--- src/rtl/crc6fb_pkg.sv ---
// Shared types for the CRC-6 frame builder.
package crc6fb_pkg;
    // Frame format selected at start.
    typedef enum logic {
        FMT_SHORT = 1'b0,
        FMT_LONG  = 1'b1
    } frame_fmt_e;
endpackage

--- src/rtl/crc6fb_lfsr.sv ---
// Serial CRC shift register with a programmable polynomial and preset.
// Assumes init and step are never high together; init wins if they are.
// Output shifted is the state after absorbing din, so the final CRC can be
// used in the same cycle the last payload bit is applied.
module crc6fb_lfsr #(
    parameter int           W      = 6,
    parameter logic [W-1:0] POLY   = 'h03,
    parameter logic [W-1:0] PRESET = '1
) (
    input  logic         clk,
    input  logic         rst_n,
    input  logic         init,
    input  logic         step,
    input  logic         din,
    output logic [W-1:0] shifted
);
    logic [W-1:0] state;
    logic         fb;

    // Next value after one input bit: shift left, fold in polynomial on feedback.
    always_comb begin
        fb      = din ^ state[W-1];
        shifted = {state[W-2:0], 1'b0} ^ (fb ? POLY : '0);
    end

    // State register: preset on init, advance on step.
    always_ff @(posedge clk) begin
        if (!rst_n)     state <= PRESET;
        else if (init)  state <= PRESET;
        else if (step)  state <= shifted;
    end

    AST_PRESET_LOAD: assert property (@(posedge clk) disable iff (!rst_n)
        init |=> state == PRESET);
    AST_STATE_HOLD: assert property (@(posedge clk) disable iff (!rst_n)
        (!init && !step) |=> $stable(state));
endmodule

--- src/rtl/crc6fb_seq.sv ---
// Frame sequencer: accepts start when idle, latches the format, and walks a
// bit index from 0 up to the last payload bit of the chosen format.
// Assumes SHORT_PAY and LONG_PAY both fit in a CNT_W-bit index.
module crc6fb_seq
    import crc6fb_pkg::*;
#(
    parameter int SHORT_PAY = 14,
    parameter int LONG_PAY  = 128,
    parameter int CNT_W     = 7
) (
    input  logic             clk,
    input  logic             rst_n,
    input  logic             start,
    input  logic             fmt_in,
    output logic             accept,
    output logic             busy,
    output frame_fmt_e       fmt_q,
    output logic [CNT_W-1:0] cnt,
    output logic             last
);
    localparam logic [CNT_W-1:0] SHORT_LAST = CNT_W'(SHORT_PAY - 1);
    localparam logic [CNT_W-1:0] LONG_LAST  = CNT_W'(LONG_PAY - 1);

    logic [CNT_W-1:0] lim;

    // Start is taken only when idle; last marks the final payload bit.
    always_comb begin
        lim    = (fmt_q == FMT_LONG) ? LONG_LAST : SHORT_LAST;
        accept = start && !busy;
        last   = busy && (cnt == lim);
    end

    // Busy flag, format latch and bit index.
    always_ff @(posedge clk) begin
        if (!rst_n) begin
            busy  <= 1'b0;
            cnt   <= '0;
            fmt_q <= FMT_SHORT;
        end else if (accept) begin
            busy  <= 1'b1;
            cnt   <= '0;
            fmt_q <= frame_fmt_e'(fmt_in);
        end else if (busy) begin
            if (last) begin
                busy <= 1'b0;
                cnt  <= '0;
            end else begin
                cnt <= cnt + 1'b1;
            end
        end
    end

    AST_COUNT_ADVANCE: assert property (@(posedge clk) disable iff (!rst_n)
        (busy && !last) |=> busy && (cnt == CNT_W'($past(cnt) + 1'b1)));
    AST_FMT_HELD: assert property (@(posedge clk) disable iff (!rst_n)
        (busy && !last) |=> $stable(fmt_q));
    AST_IDLE_AFTER_LAST: assert property (@(posedge clk) disable iff (!rst_n)
        last |=> !busy);
    AST_CNT_RANGE: assert property (@(posedge clk) disable iff (!rst_n)
        busy |-> cnt <= LONG_LAST);
endmodule

--- src/rtl/crc6fb_merge.sv ---
// Word assembly: places the CRC above the payload of the chosen format or
// passes the raw bits through. Bits above a short word are forced to zero.
// Assumes SHORT_PAY + CRC_W <= LONG_PAY.
module crc6fb_merge #(
    parameter int SHORT_PAY = 14,
    parameter int LONG_PAY  = 128,
    parameter int CRC_W     = 6
) (
    input  logic                      fmt_long,
    input  logic                      crc_en,
    input  logic [LONG_PAY+CRC_W-1:0] data,
    input  logic [CRC_W-1:0]          crc,
    output logic [LONG_PAY+CRC_W-1:0] word
);
    localparam int SHORT_LEN = SHORT_PAY + CRC_W;
    localparam int LONG_LEN  = LONG_PAY + CRC_W;

    // One mux per output bit, picked by the bit's region in each format.
    for (genvar i = 0; i < LONG_LEN; i++) begin : g_bit
        if (i < SHORT_PAY) begin : g_pay
            assign word[i] = data[i];
        end else if (i < SHORT_LEN) begin : g_short_crc
            assign word[i] = (fmt_long || !crc_en) ? data[i] : crc[i - SHORT_PAY];
        end else if (i < LONG_PAY) begin : g_mid
            assign word[i] = fmt_long ? data[i] : 1'b0;
        end else begin : g_long_crc
            assign word[i] = !fmt_long ? 1'b0 : (crc_en ? crc[i - LONG_PAY] : data[i]);
        end
    end
endmodule

--- src/rtl/crc6_frame_builder.sv ---
// Top: captures a raw copy-protection word, runs a serial CRC-6 over its
// payload (one bit per clock, bit 0 first) and returns the assembled word
// with a one-cycle done pulse. Assumes start is synchronous to clk.
module crc6_frame_builder
    import crc6fb_pkg::*;
#(
    parameter int               SHORT_PAY = 14,
    parameter int               LONG_PAY  = 128,
    parameter int               CRC_W     = 6,
    parameter logic [CRC_W-1:0] POLY      = 'h03,
    parameter logic [CRC_W-1:0] PRESET    = '1
) (
    input  logic                      clk,
    input  logic                      rst_n,
    input  logic                      start,
    input  logic                      fmt_sel,
    input  logic                      crc_en,
    input  logic [LONG_PAY+CRC_W-1:0] raw_word,
    output logic                      busy,
    output logic                      done,
    output logic [LONG_PAY+CRC_W-1:0] word_out
);
    localparam int SHORT_LEN = SHORT_PAY + CRC_W;
    localparam int LONG_LEN  = LONG_PAY + CRC_W;
    localparam int CNT_W     = $clog2(LONG_PAY);

    logic                accept;
    logic                last_w;
    frame_fmt_e          fmt_w;
    logic [CNT_W-1:0]    cnt;
    logic [LONG_LEN-1:0] data_q;
    logic                en_q;
    logic                cur_bit;
    logic [CRC_W-1:0]    crc_nxt;
    logic [LONG_LEN-1:0] merged;

    crc6fb_seq #(
        .SHORT_PAY (SHORT_PAY),
        .LONG_PAY  (LONG_PAY),
        .CNT_W     (CNT_W)
    ) u_seq (
        .clk    (clk),
        .rst_n  (rst_n),
        .start  (start),
        .fmt_in (fmt_sel),
        .accept (accept),
        .busy   (busy),
        .fmt_q  (fmt_w),
        .cnt    (cnt),
        .last   (last_w)
    );

    // Payload bit for this step.
    always_comb cur_bit = data_q[cnt];

    crc6fb_lfsr #(
        .W      (CRC_W),
        .POLY   (POLY),
        .PRESET (PRESET)
    ) u_lfsr (
        .clk     (clk),
        .rst_n   (rst_n),
        .init    (accept),
        .step    (busy),
        .din     (cur_bit),
        .shifted (crc_nxt)
    );

    crc6fb_merge #(
        .SHORT_PAY (SHORT_PAY),
        .LONG_PAY  (LONG_PAY),
        .CRC_W     (CRC_W)
    ) u_merge (
        .fmt_long (fmt_w == FMT_LONG),
        .crc_en   (en_q),
        .data     (data_q),
        .crc      (crc_nxt),
        .word     (merged)
    );

    // Capture raw word and enable when a frame is accepted.
    always_ff @(posedge clk) begin
        if (!rst_n) begin
            data_q <= '0;
            en_q   <= 1'b0;
        end else if (accept) begin
            data_q <= raw_word;
            en_q   <= crc_en;
        end
    end

    // Publish the assembled word and pulse done after the last payload bit.
    always_ff @(posedge clk) begin
        if (!rst_n) begin
            done     <= 1'b0;
            word_out <= '0;
        end else begin
            done <= last_w;
            if (last_w) word_out <= merged;
        end
    end

    AST_DONE_ONE_CYCLE: assert property (@(posedge clk) disable iff (!rst_n)
        done |=> !done);
    AST_DONE_AFTER_LAST: assert property (@(posedge clk) disable iff (!rst_n)
        last_w |=> done && !busy);
    AST_WORD_HOLD: assert property (@(posedge clk) disable iff (!rst_n)
        !last_w |=> $stable(word_out));
    AST_PASSTHRU_LONG: assert property (@(posedge clk) disable iff (!rst_n)
        (done && !en_q && fmt_w == FMT_LONG) |-> word_out == data_q);
    AST_PASSTHRU_SHORT: assert property (@(posedge clk) disable iff (!rst_n)
        (done && !en_q && fmt_w == FMT_SHORT)
            |-> word_out[SHORT_LEN-1:0] == data_q[SHORT_LEN-1:0]);
    AST_SHORT_UPPER_ZERO: assert property (@(posedge clk) disable iff (!rst_n)
        (done && fmt_w == FMT_SHORT) |-> word_out[LONG_LEN-1:SHORT_LEN] == '0);
    AST_PAYLOAD_KEPT: assert property (@(posedge clk) disable iff (!rst_n)
        (done && en_q && fmt_w == FMT_LONG)
            |-> word_out[LONG_PAY-1:0] == data_q[LONG_PAY-1:0]);
endmodule

--- config.mk ---
export PLATFORM = sky130hd
export DESIGN_NAME = crc6_frame_builder
export DESIGN_NICKNAME = d
export VERILOG_FILES = /design/src/rtl/crc6fb_pkg.sv /design/src/rtl/crc6fb_lfsr.sv /design/src/rtl/crc6fb_seq.sv /design/src/rtl/crc6fb_merge.sv /design/src/rtl/crc6_frame_builder.sv
export SDC_FILE = /design/constraint.sdc
export NUM_CORES = 1
export LEC_CHECK = 0
export BUFFER_PORTS_ARGS = -buffer_cell sky130_fd_sc_hd__buf_2
export CORE_MARGIN = 2
export CORE_UTILIZATION = 41
export CTS_BUF_LIST = sky130_fd_sc_hd__clkbuf_8
export DETAILED_ROUTE_END_ITERATION = 10
export PLACE_DENSITY_LB_ADDON = 0.12
export SLEW_MARGIN = 0
export SYNTH_ARGS = -nofsm -noshare
export SYNTH_HDL_FRONTEND = slang
export SYNTH_SLANG_ARGS = --single-unit
--- constraint.sdc ---
create_clock -name clk -period 3.3 [get_ports clk]
set_input_delay 0.66 -clock clk [delete_from_list [all_inputs] [get_ports clk]]
set_output_delay 0.66 -clock clk [all_outputs]
set_load 0.01 [all_outputs]
==> summary.txt, run 1 <==
STA
  – Highest Clock Rate: 337 MHz
  – Minimum clock period after layout: 2.97 ns
  – Sum of negative setup slack: 0 ns
  – Worst-margin pin slew: 1.01 ns
  – Final Cycle Share: 90.0%
  – Final slew viol count: 0
  – Normalized max-slew margin: 32.3%
  – Fin worst setup slack: 0.328 ns
  – Endpoints failing hold: 0
  – Worst clock skew: 0.0131 ns
  – RSZ-0062 raised after global routing: false
  – Finish-stage setup viols: 0

Route
  – Final ANT Viol Nets: 0
  – DRC Markers: 0
  – DR WL/cell: 17.2 um
  – Vias per std cell: 5.14
  – Drt pass-1 iters: 5
  – Drt initial violations: 627
  – Final WL: 34.6 mm
  – DR vias: 10300

Clock network
  – Worst-path clk slew: 0.06 ns
  – CTS tree: done
  – Clock latency on the worst-skew pair: 0.57 ns
  – Post-cts sizing count: 0
  – Clock sinks: 285
  – Hold Buf Count CTS: 0
  – Root buffer cell: clkbuf_8
  – Post-CTS setup buffers: 0
  – Clock buffer depth: 3
  – CTS buffer count: 50
  – H-Tree Depth: 2

Synth
  – Yosys warning total: 0
  – Flops & latches, synth: 285
  – Synth Net Count: 1502
  – Yosys top cell by area: dfxtp_1
  – Post-synthesis sequential area ratio: 49.1%
  – Synth top area share: 49.1%
  – Synth Instances: 1362
  – FFs w/ async S/R, synth: 0%
  – Synth area leaders: dfxtp_1, nand2_1, a21boi_0
  – Post-synth EDFFs: 0
  – Syn_area_per_cell: 8.54 sq um
  – Mapped Area: 11600 sq um
  – Post-synth cell types: 43
  – Ys flop type: dfxtp_1

Floorplanning
  – Die area: 29700 sq um
  – Row Count: 61
  – Placeable core area: 27900 sq um
  – Die Width: 172 um
  – Initial cell density of the core: 41.7%
  – I/O pin count: 275
  – Die H: 172 um

Global routing
  – Pin count of the biggest net entering global routing: 137
  – Grt total ovfl: 0
  – Vias in the first global route: 9652
  – Initial antenna violation count: 0
  – First-pass GRT wire length: 52.8 mm
  – Gr usage total: 22.6%

Placement
  – Routability cong.: 0.773
  – Placed Area: 13200 sq um
  – Placed cells: 1915
  – HPWL Detailed: 22.2 mm
  – Port-buffer cells: 274
  – Post-place setup slack: 0.320 ns

Setup path
  – Crit end category: flop
  – Flop-to-flop setup slack: 0.33 ns
  – Worst Setup Path Type: flop to flop
  – Setup crit start: u_seq.cnt[1]$_SDFFE_PP0P_
  – Data required, critical path: 3.75 ns
  – Worst-path maximum fanout: 32
  – Worst R2R Start: u_seq.cnt[1]$_SDFFE_PP0P_
  – Data arrival, critical path: 3.42 ns
  – Critical path startpoint category: flop

Power and ir drop
  – Total power: 7.63 mW
  – Peak supply drop: 0.311 mV
  – P_leak: 5.72 nW
  – Power Density: 531 nW/um^2

Final layout
  – Layout cells sized above 1: 25.8%
  – Fin nets: 1729
  – Synthesis-to-layout area growth: 23.5%
  – Reg area: 5710 sq um
  – Layout Cells excl Fill: 2010
  – Commonest non-fill, non-tap cell in the layout: nand2_1
  – Area of the multi-input gates: 5430 sq um
  – Most frequent cells in the layout: nand2_1, dfxtp_1, buf_2
  – Finished Cell Area: 14400 sq um
  – FILL cells: 2749

Hold path
  – Hold wc startpoint: raw_word[23]
  – Worst Hold Class: input pin to flop

Flow run
  – Max cap viols: 0

Status
  – Status: finished, final reports clean
-- kinds of logic (layout without fill, tap and decap cells) --
logic type                 count (synthesis)  after routing  share of synthesized area (%)
and+or+nand+nor                          595            595                           21.0
other                                      0              1                              0
adders and majority gates                  1              1                          0.108
DFF                                      285            285                           49.1
xor gates and xnor gates                   9              9                          0.678
buffers and inverters                    123            392                           4.45
muxes                                     53             53                           7.80
AOI/OAI and AO/OA                        296            296                           16.9
-- worst paths after layout --
| path | endpoint | cells past startpoint |
|---|---|---|
| worst max register to register | word_out[16]$_SDFFE_PN0P_ | 8 |
| worst min register to register | word_out[76]$_SDFFE_PN0P_ | 2 |
| worst min-delay path | data_q[23]$_SDFFE_PN0P_ | 3 |
| worst max-delay path | word_out[16]$_SDFFE_PN0P_ | 8 |
-- area by class of cell --
class                   count  share of cell area [%]
clock inverters            19                   0.549
clock buffers              75                    7.19
diodes                      1                  0.0174
multi-input cells         954                    37.8
flip-flops and latches    285                    39.8
well taps                 378                    3.29
repair buffers            294                    11.2
inverters                   4                   0.113
-- metrics by stage --
| step | util (%) | hold WS, ns |
|---|---|---|
| after floorplan | - | 0.441 |
| after global placement | 47.5 | 0.436 |
| after detailed placement | 47.5 | 0.440 |
| after CTS | 51.5 | 0.314 |
| after global routing | 51.5 | 0.328 |
| final | 51.5 | 0.337 |
-- cell usage after synthesis, types with 3 or more instances --
| library cell | instances |
|---|---|
| inv_1 | 4 |
| xnor2_1 | 7 |
| a311oi_1 | 5 |
| dfxtp_1 | 285 |
| nor2_1 | 15 |
| o21ai_1 | 4 |
| and3_1 | 3 |
| mux2i_1 | 16 |
| nand2_1 | 440 |
| o22ai_1 | 3 |
| nand3_1 | 118 |
| a21boi_0 | 164 |
| nand2b_1 | 4 |
| clkbuf_1 | 86 |
| nand3b_1 | 3 |
| a21oi_1 | 104 |
| buf_1 | 7 |
| nor2b_1 | 5 |
| mux4_2 | 29 |
| o211ai_1 | 4 |
| buf_4 | 3 |
| a31oi_1 | 3 |
| buf_2 | 21 |
| mux2_2 | 7 |
-- state kept, by name (all words and copies together) (netlist names) --
name,count
data_q,134
word_out,134
u_seq.cnt,7
u_lfsr.state,6
done,1
en_q,1
u_seq.busy,1
u_seq.fmt_q,1
-- worst max-delay path, stage by stage, from the launching register on --
cell	delay [ns]
dfxtp_2	0.67
buf_4	0.43
nand3_1	0.12
o22ai_1	0.16
and3_1	0.27
and2_4	0.46
buf_4	0.37
nor2_1	0.07
a311oi_1	0.28
-- per-layer routing --
layer / GRT usage (%) / part of all wire, % / up-vias
li1: - / - / 5063
met1: 31.4 / 46 / 4877
met2: 35.6 / 45 / 342
met3: 4.51 / 7.1 / 52
met4: 6.47 / 1.9 / 0
met5: 0 / 0 / -
-- where the power goes --
group          internal (mW)  switching [mW]  leakage [nW]
sequential              3.54          0.0882          2.32
clock                   1.99            1.47         0.632
combinational          0.226           0.304          2.77
Note: power is estimated with default switching activity, not from simulation.
==> run 2: changes to the inputs <==
--- a/config.mk
+++ b/config.mk
@@ -7,4 +7,5 @@
 export LEC_CHECK = 0
 export BUFFER_PORTS_ARGS = -buffer_cell sky130_fd_sc_hd__buf_2
+export CAP_MARGIN = 40
 export CORE_MARGIN = 2
 export CORE_UTILIZATION = 41
==> constraint.sdc (replaced) <==
create_clock -name clk -period 3.3 [get_ports clk]
set_input_delay 0.495 -clock clk [delete_from_list [all_inputs] [get_ports clk]]
set_output_delay 0.495 -clock clk [all_outputs]
set_load 0.01 [all_outputs]
==> summary.txt, run 2 (synthesis results as in run 1) <==
STA
  – Minimum clock period after layout: 2.93 ns
  – Normalized max-slew margin: 45.9%
  – Sum of negative setup slack: 0 ns
  – Worst clock skew: 0.0139 ns
  – RSZ-0062 raised after global routing: false
  – Endpoints failing hold: 0
  – Final slew viol count: 0
  – Finish-stage setup viols: 0
  – Final Cycle Share: 88.7%
  – Worst-margin pin slew: 0.811 ns
  – Highest Clock Rate: 342 MHz

Final layout
  – Layout cells sized above 1: 25.3%
  – Area of the multi-input gates: 5430 sq um
  – Reg area: 5710 sq um
  – Top flop regs: data_q: 134 flops, word_out: 134 flops, u_seq.cnt: 7 flops
  – Fin nets: 1729
  – Most frequent cells in the layout: nand2_1, dfxtp_1, buf_2
  – Commonest non-fill, non-tap cell in the layout: nand2_1
  – Synthesis-to-layout area growth: 22.8%
  – Finished Cell Area: 14300 sq um
  – Layout Cells excl Fill: 2001
  – FILL cells: 2749

Route
  – DR WL/cell: 17.3 um
  – Vias per std cell: 5.11
  – Drt initial violations: 744
  – Drt pass-1 iters: 5
  – DR vias: 10200
  – Final WL: 34.5 mm
  – DRC Markers: 0
  – Final ANT Viol Nets: 0

Power and ir drop
  – Internal: 5.58 mW
  – P_leak: 5.68 nW
  – NetSw: 1.78 mW
  – Logic pwr share: 7.2%
  – Power Density: 516 nW/um^2
  – Clock power share: 43.4%
  – Net Sw Frac: 24.2%
  – Sequential power share: 49.3%
  – Peak supply drop: 0.262 mV
  – Total power: 7.37 mW

Floorplanning
  – Placeable core area: 27900 sq um
  – Die H: 172 um
  – Initial cell density of the core: 41.7%
  – Die area: 29700 sq um
  – I/O pin count: 275
  – Die Width: 172 um
  – Row Count: 61

Global routing
  – Initial antenna violation count: 0
  – Vias in the first global route: 9935
  – First-pass GRT wire length: 53.9 mm
  – Gr usage total: 22.9%
  – Grt total ovfl: 0
  – Pin count of the biggest net entering global routing: 91

Flow run
  – Max cap viols: 0

Clock network
  – Clock latency on the worst-skew pair: 0.55 ns
  – Post-CTS setup buffers: 0
  – Clock sinks: 285
  – Post-cts sizing count: 0
  – CTS buffer count: 49
  – Worst-path clk slew: 0.06 ns
  – CTS tree: done
  – H-Tree Depth: 2
  – Clock buffer depth: 3
  – Hold Buf Count CTS: 0
  – Root buffer cell: clkbuf_8

Setup path
  – Data required, critical path: 3.78 ns
  – Critical path startpoint category: flop
  – Worst-path cell chain: buf_4 -> mux4_2 -> nor2_1 -> a31oi_1 -> a31oi_1 -> a32oi_1 -> xnor2_1 -> mux2i_1 -> o21ai_1
  – CP delay by family, top: flip-flops
  – CP max stage delay: 0.69 ns
  – Crit end category: flop
  – Crit path buffers/inverters: 1
  – Slowest-stage cell, CP: dfxtp_2
  – Data arrival, critical path: 3.41 ns
  – Worst-path maximum fanout: 20
  – Worst Setup Path Type: flop to flop
  – Crit path top cell by count: a31oi_1

Placement
  – Port-buffer cells: 274
  – Placed Area: 13300 sq um
  – Placed cells: 1916
  – HPWL Detailed: 22.7 mm
  – Routability cong.: 0.778

Hold path
  – Worst Hold Class: input pin to flop

Status
  – Status: finished, final reports clean
run 2: cell count changes in the layout (fill, tap and decap cells not counted):
cell | previous run | this run
clkbuf_8 | 75 | 68
clkinv_2 | 7 | 2
inv_1 | 16 | 18
buf_12 | 7 | 8
buf_16 | 0 | 1
buf_4 | 14 | 13
run 2: worst reg2reg max path, stage by stage, from the launching register on:
cell     delay (ns)
dfxtp_2        0.69
buf_4          0.42
mux4_2         0.55
nor2_1         0.11
a31oi_1        0.07
a31oi_1        0.21
a32oi_1        0.20
xnor2_1        0.37
mux2i_1        0.13
o21ai_1        0.12
run 2: area by class of cell:
cell class                 count  share of cell area, %
antenna                        1                 0.0175
clock buffer                  68                   6.55
tap                          378                   3.31
sequential                   285                   40.0
timing repair buffer         295                   11.6
clock inverter                16                  0.429
multi-input combinational    954                   38.0
inverter                       4                  0.114
run 2: per-stage QoR:
step | hold WS (ns) | setup slack [ns] | util, %
after CTS | 0.159 | 0.350 | 51.3
after floorplan | 0.441 | 1.06 | -
after detailed placement | 0.440 | 0.357 | 47.7
final | 0.191 | 0.372 | 51.3
after global routing | 0.176 | 0.201 | 51.3
after global placement | 0.436 | 0.411 | 47.6
run 2: worst paths after layout:
path	startpoint	endpoint	slack, ns	depth (start not counted)
worst max-delay path	u_seq.cnt[1]$_SDFFE_PP0P_	word_out[129]$_SDFFE_PN0P_	0.37	9
worst min-delay path	raw_word[69]	data_q[69]$_SDFFE_PN0P_	0.19	3
worst max register to register	u_seq.cnt[1]$_SDFFE_PP0P_	word_out[129]$_SDFFE_PN0P_	0.37	9
worst min register to register	word_out[77]$_SDFFE_PN0P_	word_out[77]$_SDFFE_PN0P_	0.44	2
run 2: metal layers:
metal	wire length (um)	track usage, %	up-vias
li1	-	-	5066
met1	15700	31.3	4782
met2	15900	36.7	316
met3	2320	4.92	56
met4	636	5.81	0
met5	0	0	-
run 2: power by group through the flow:
| stage | Clock, mW | Combinational [mW] | Sequential (mW) |
|---|---|---|---|
| after floorplan | 0 | 0.342 | 3.66 |
| after global placement | 0 | 0.527 | 3.71 |
| after detailed placement | 0 | 0.534 | 3.71 |
| after CTS | 3.28 | 0.537 | 3.63 |
| after global routing | 3.44 | 0.586 | 3.65 |
| final | 3.20 | 0.531 | 3.63 |
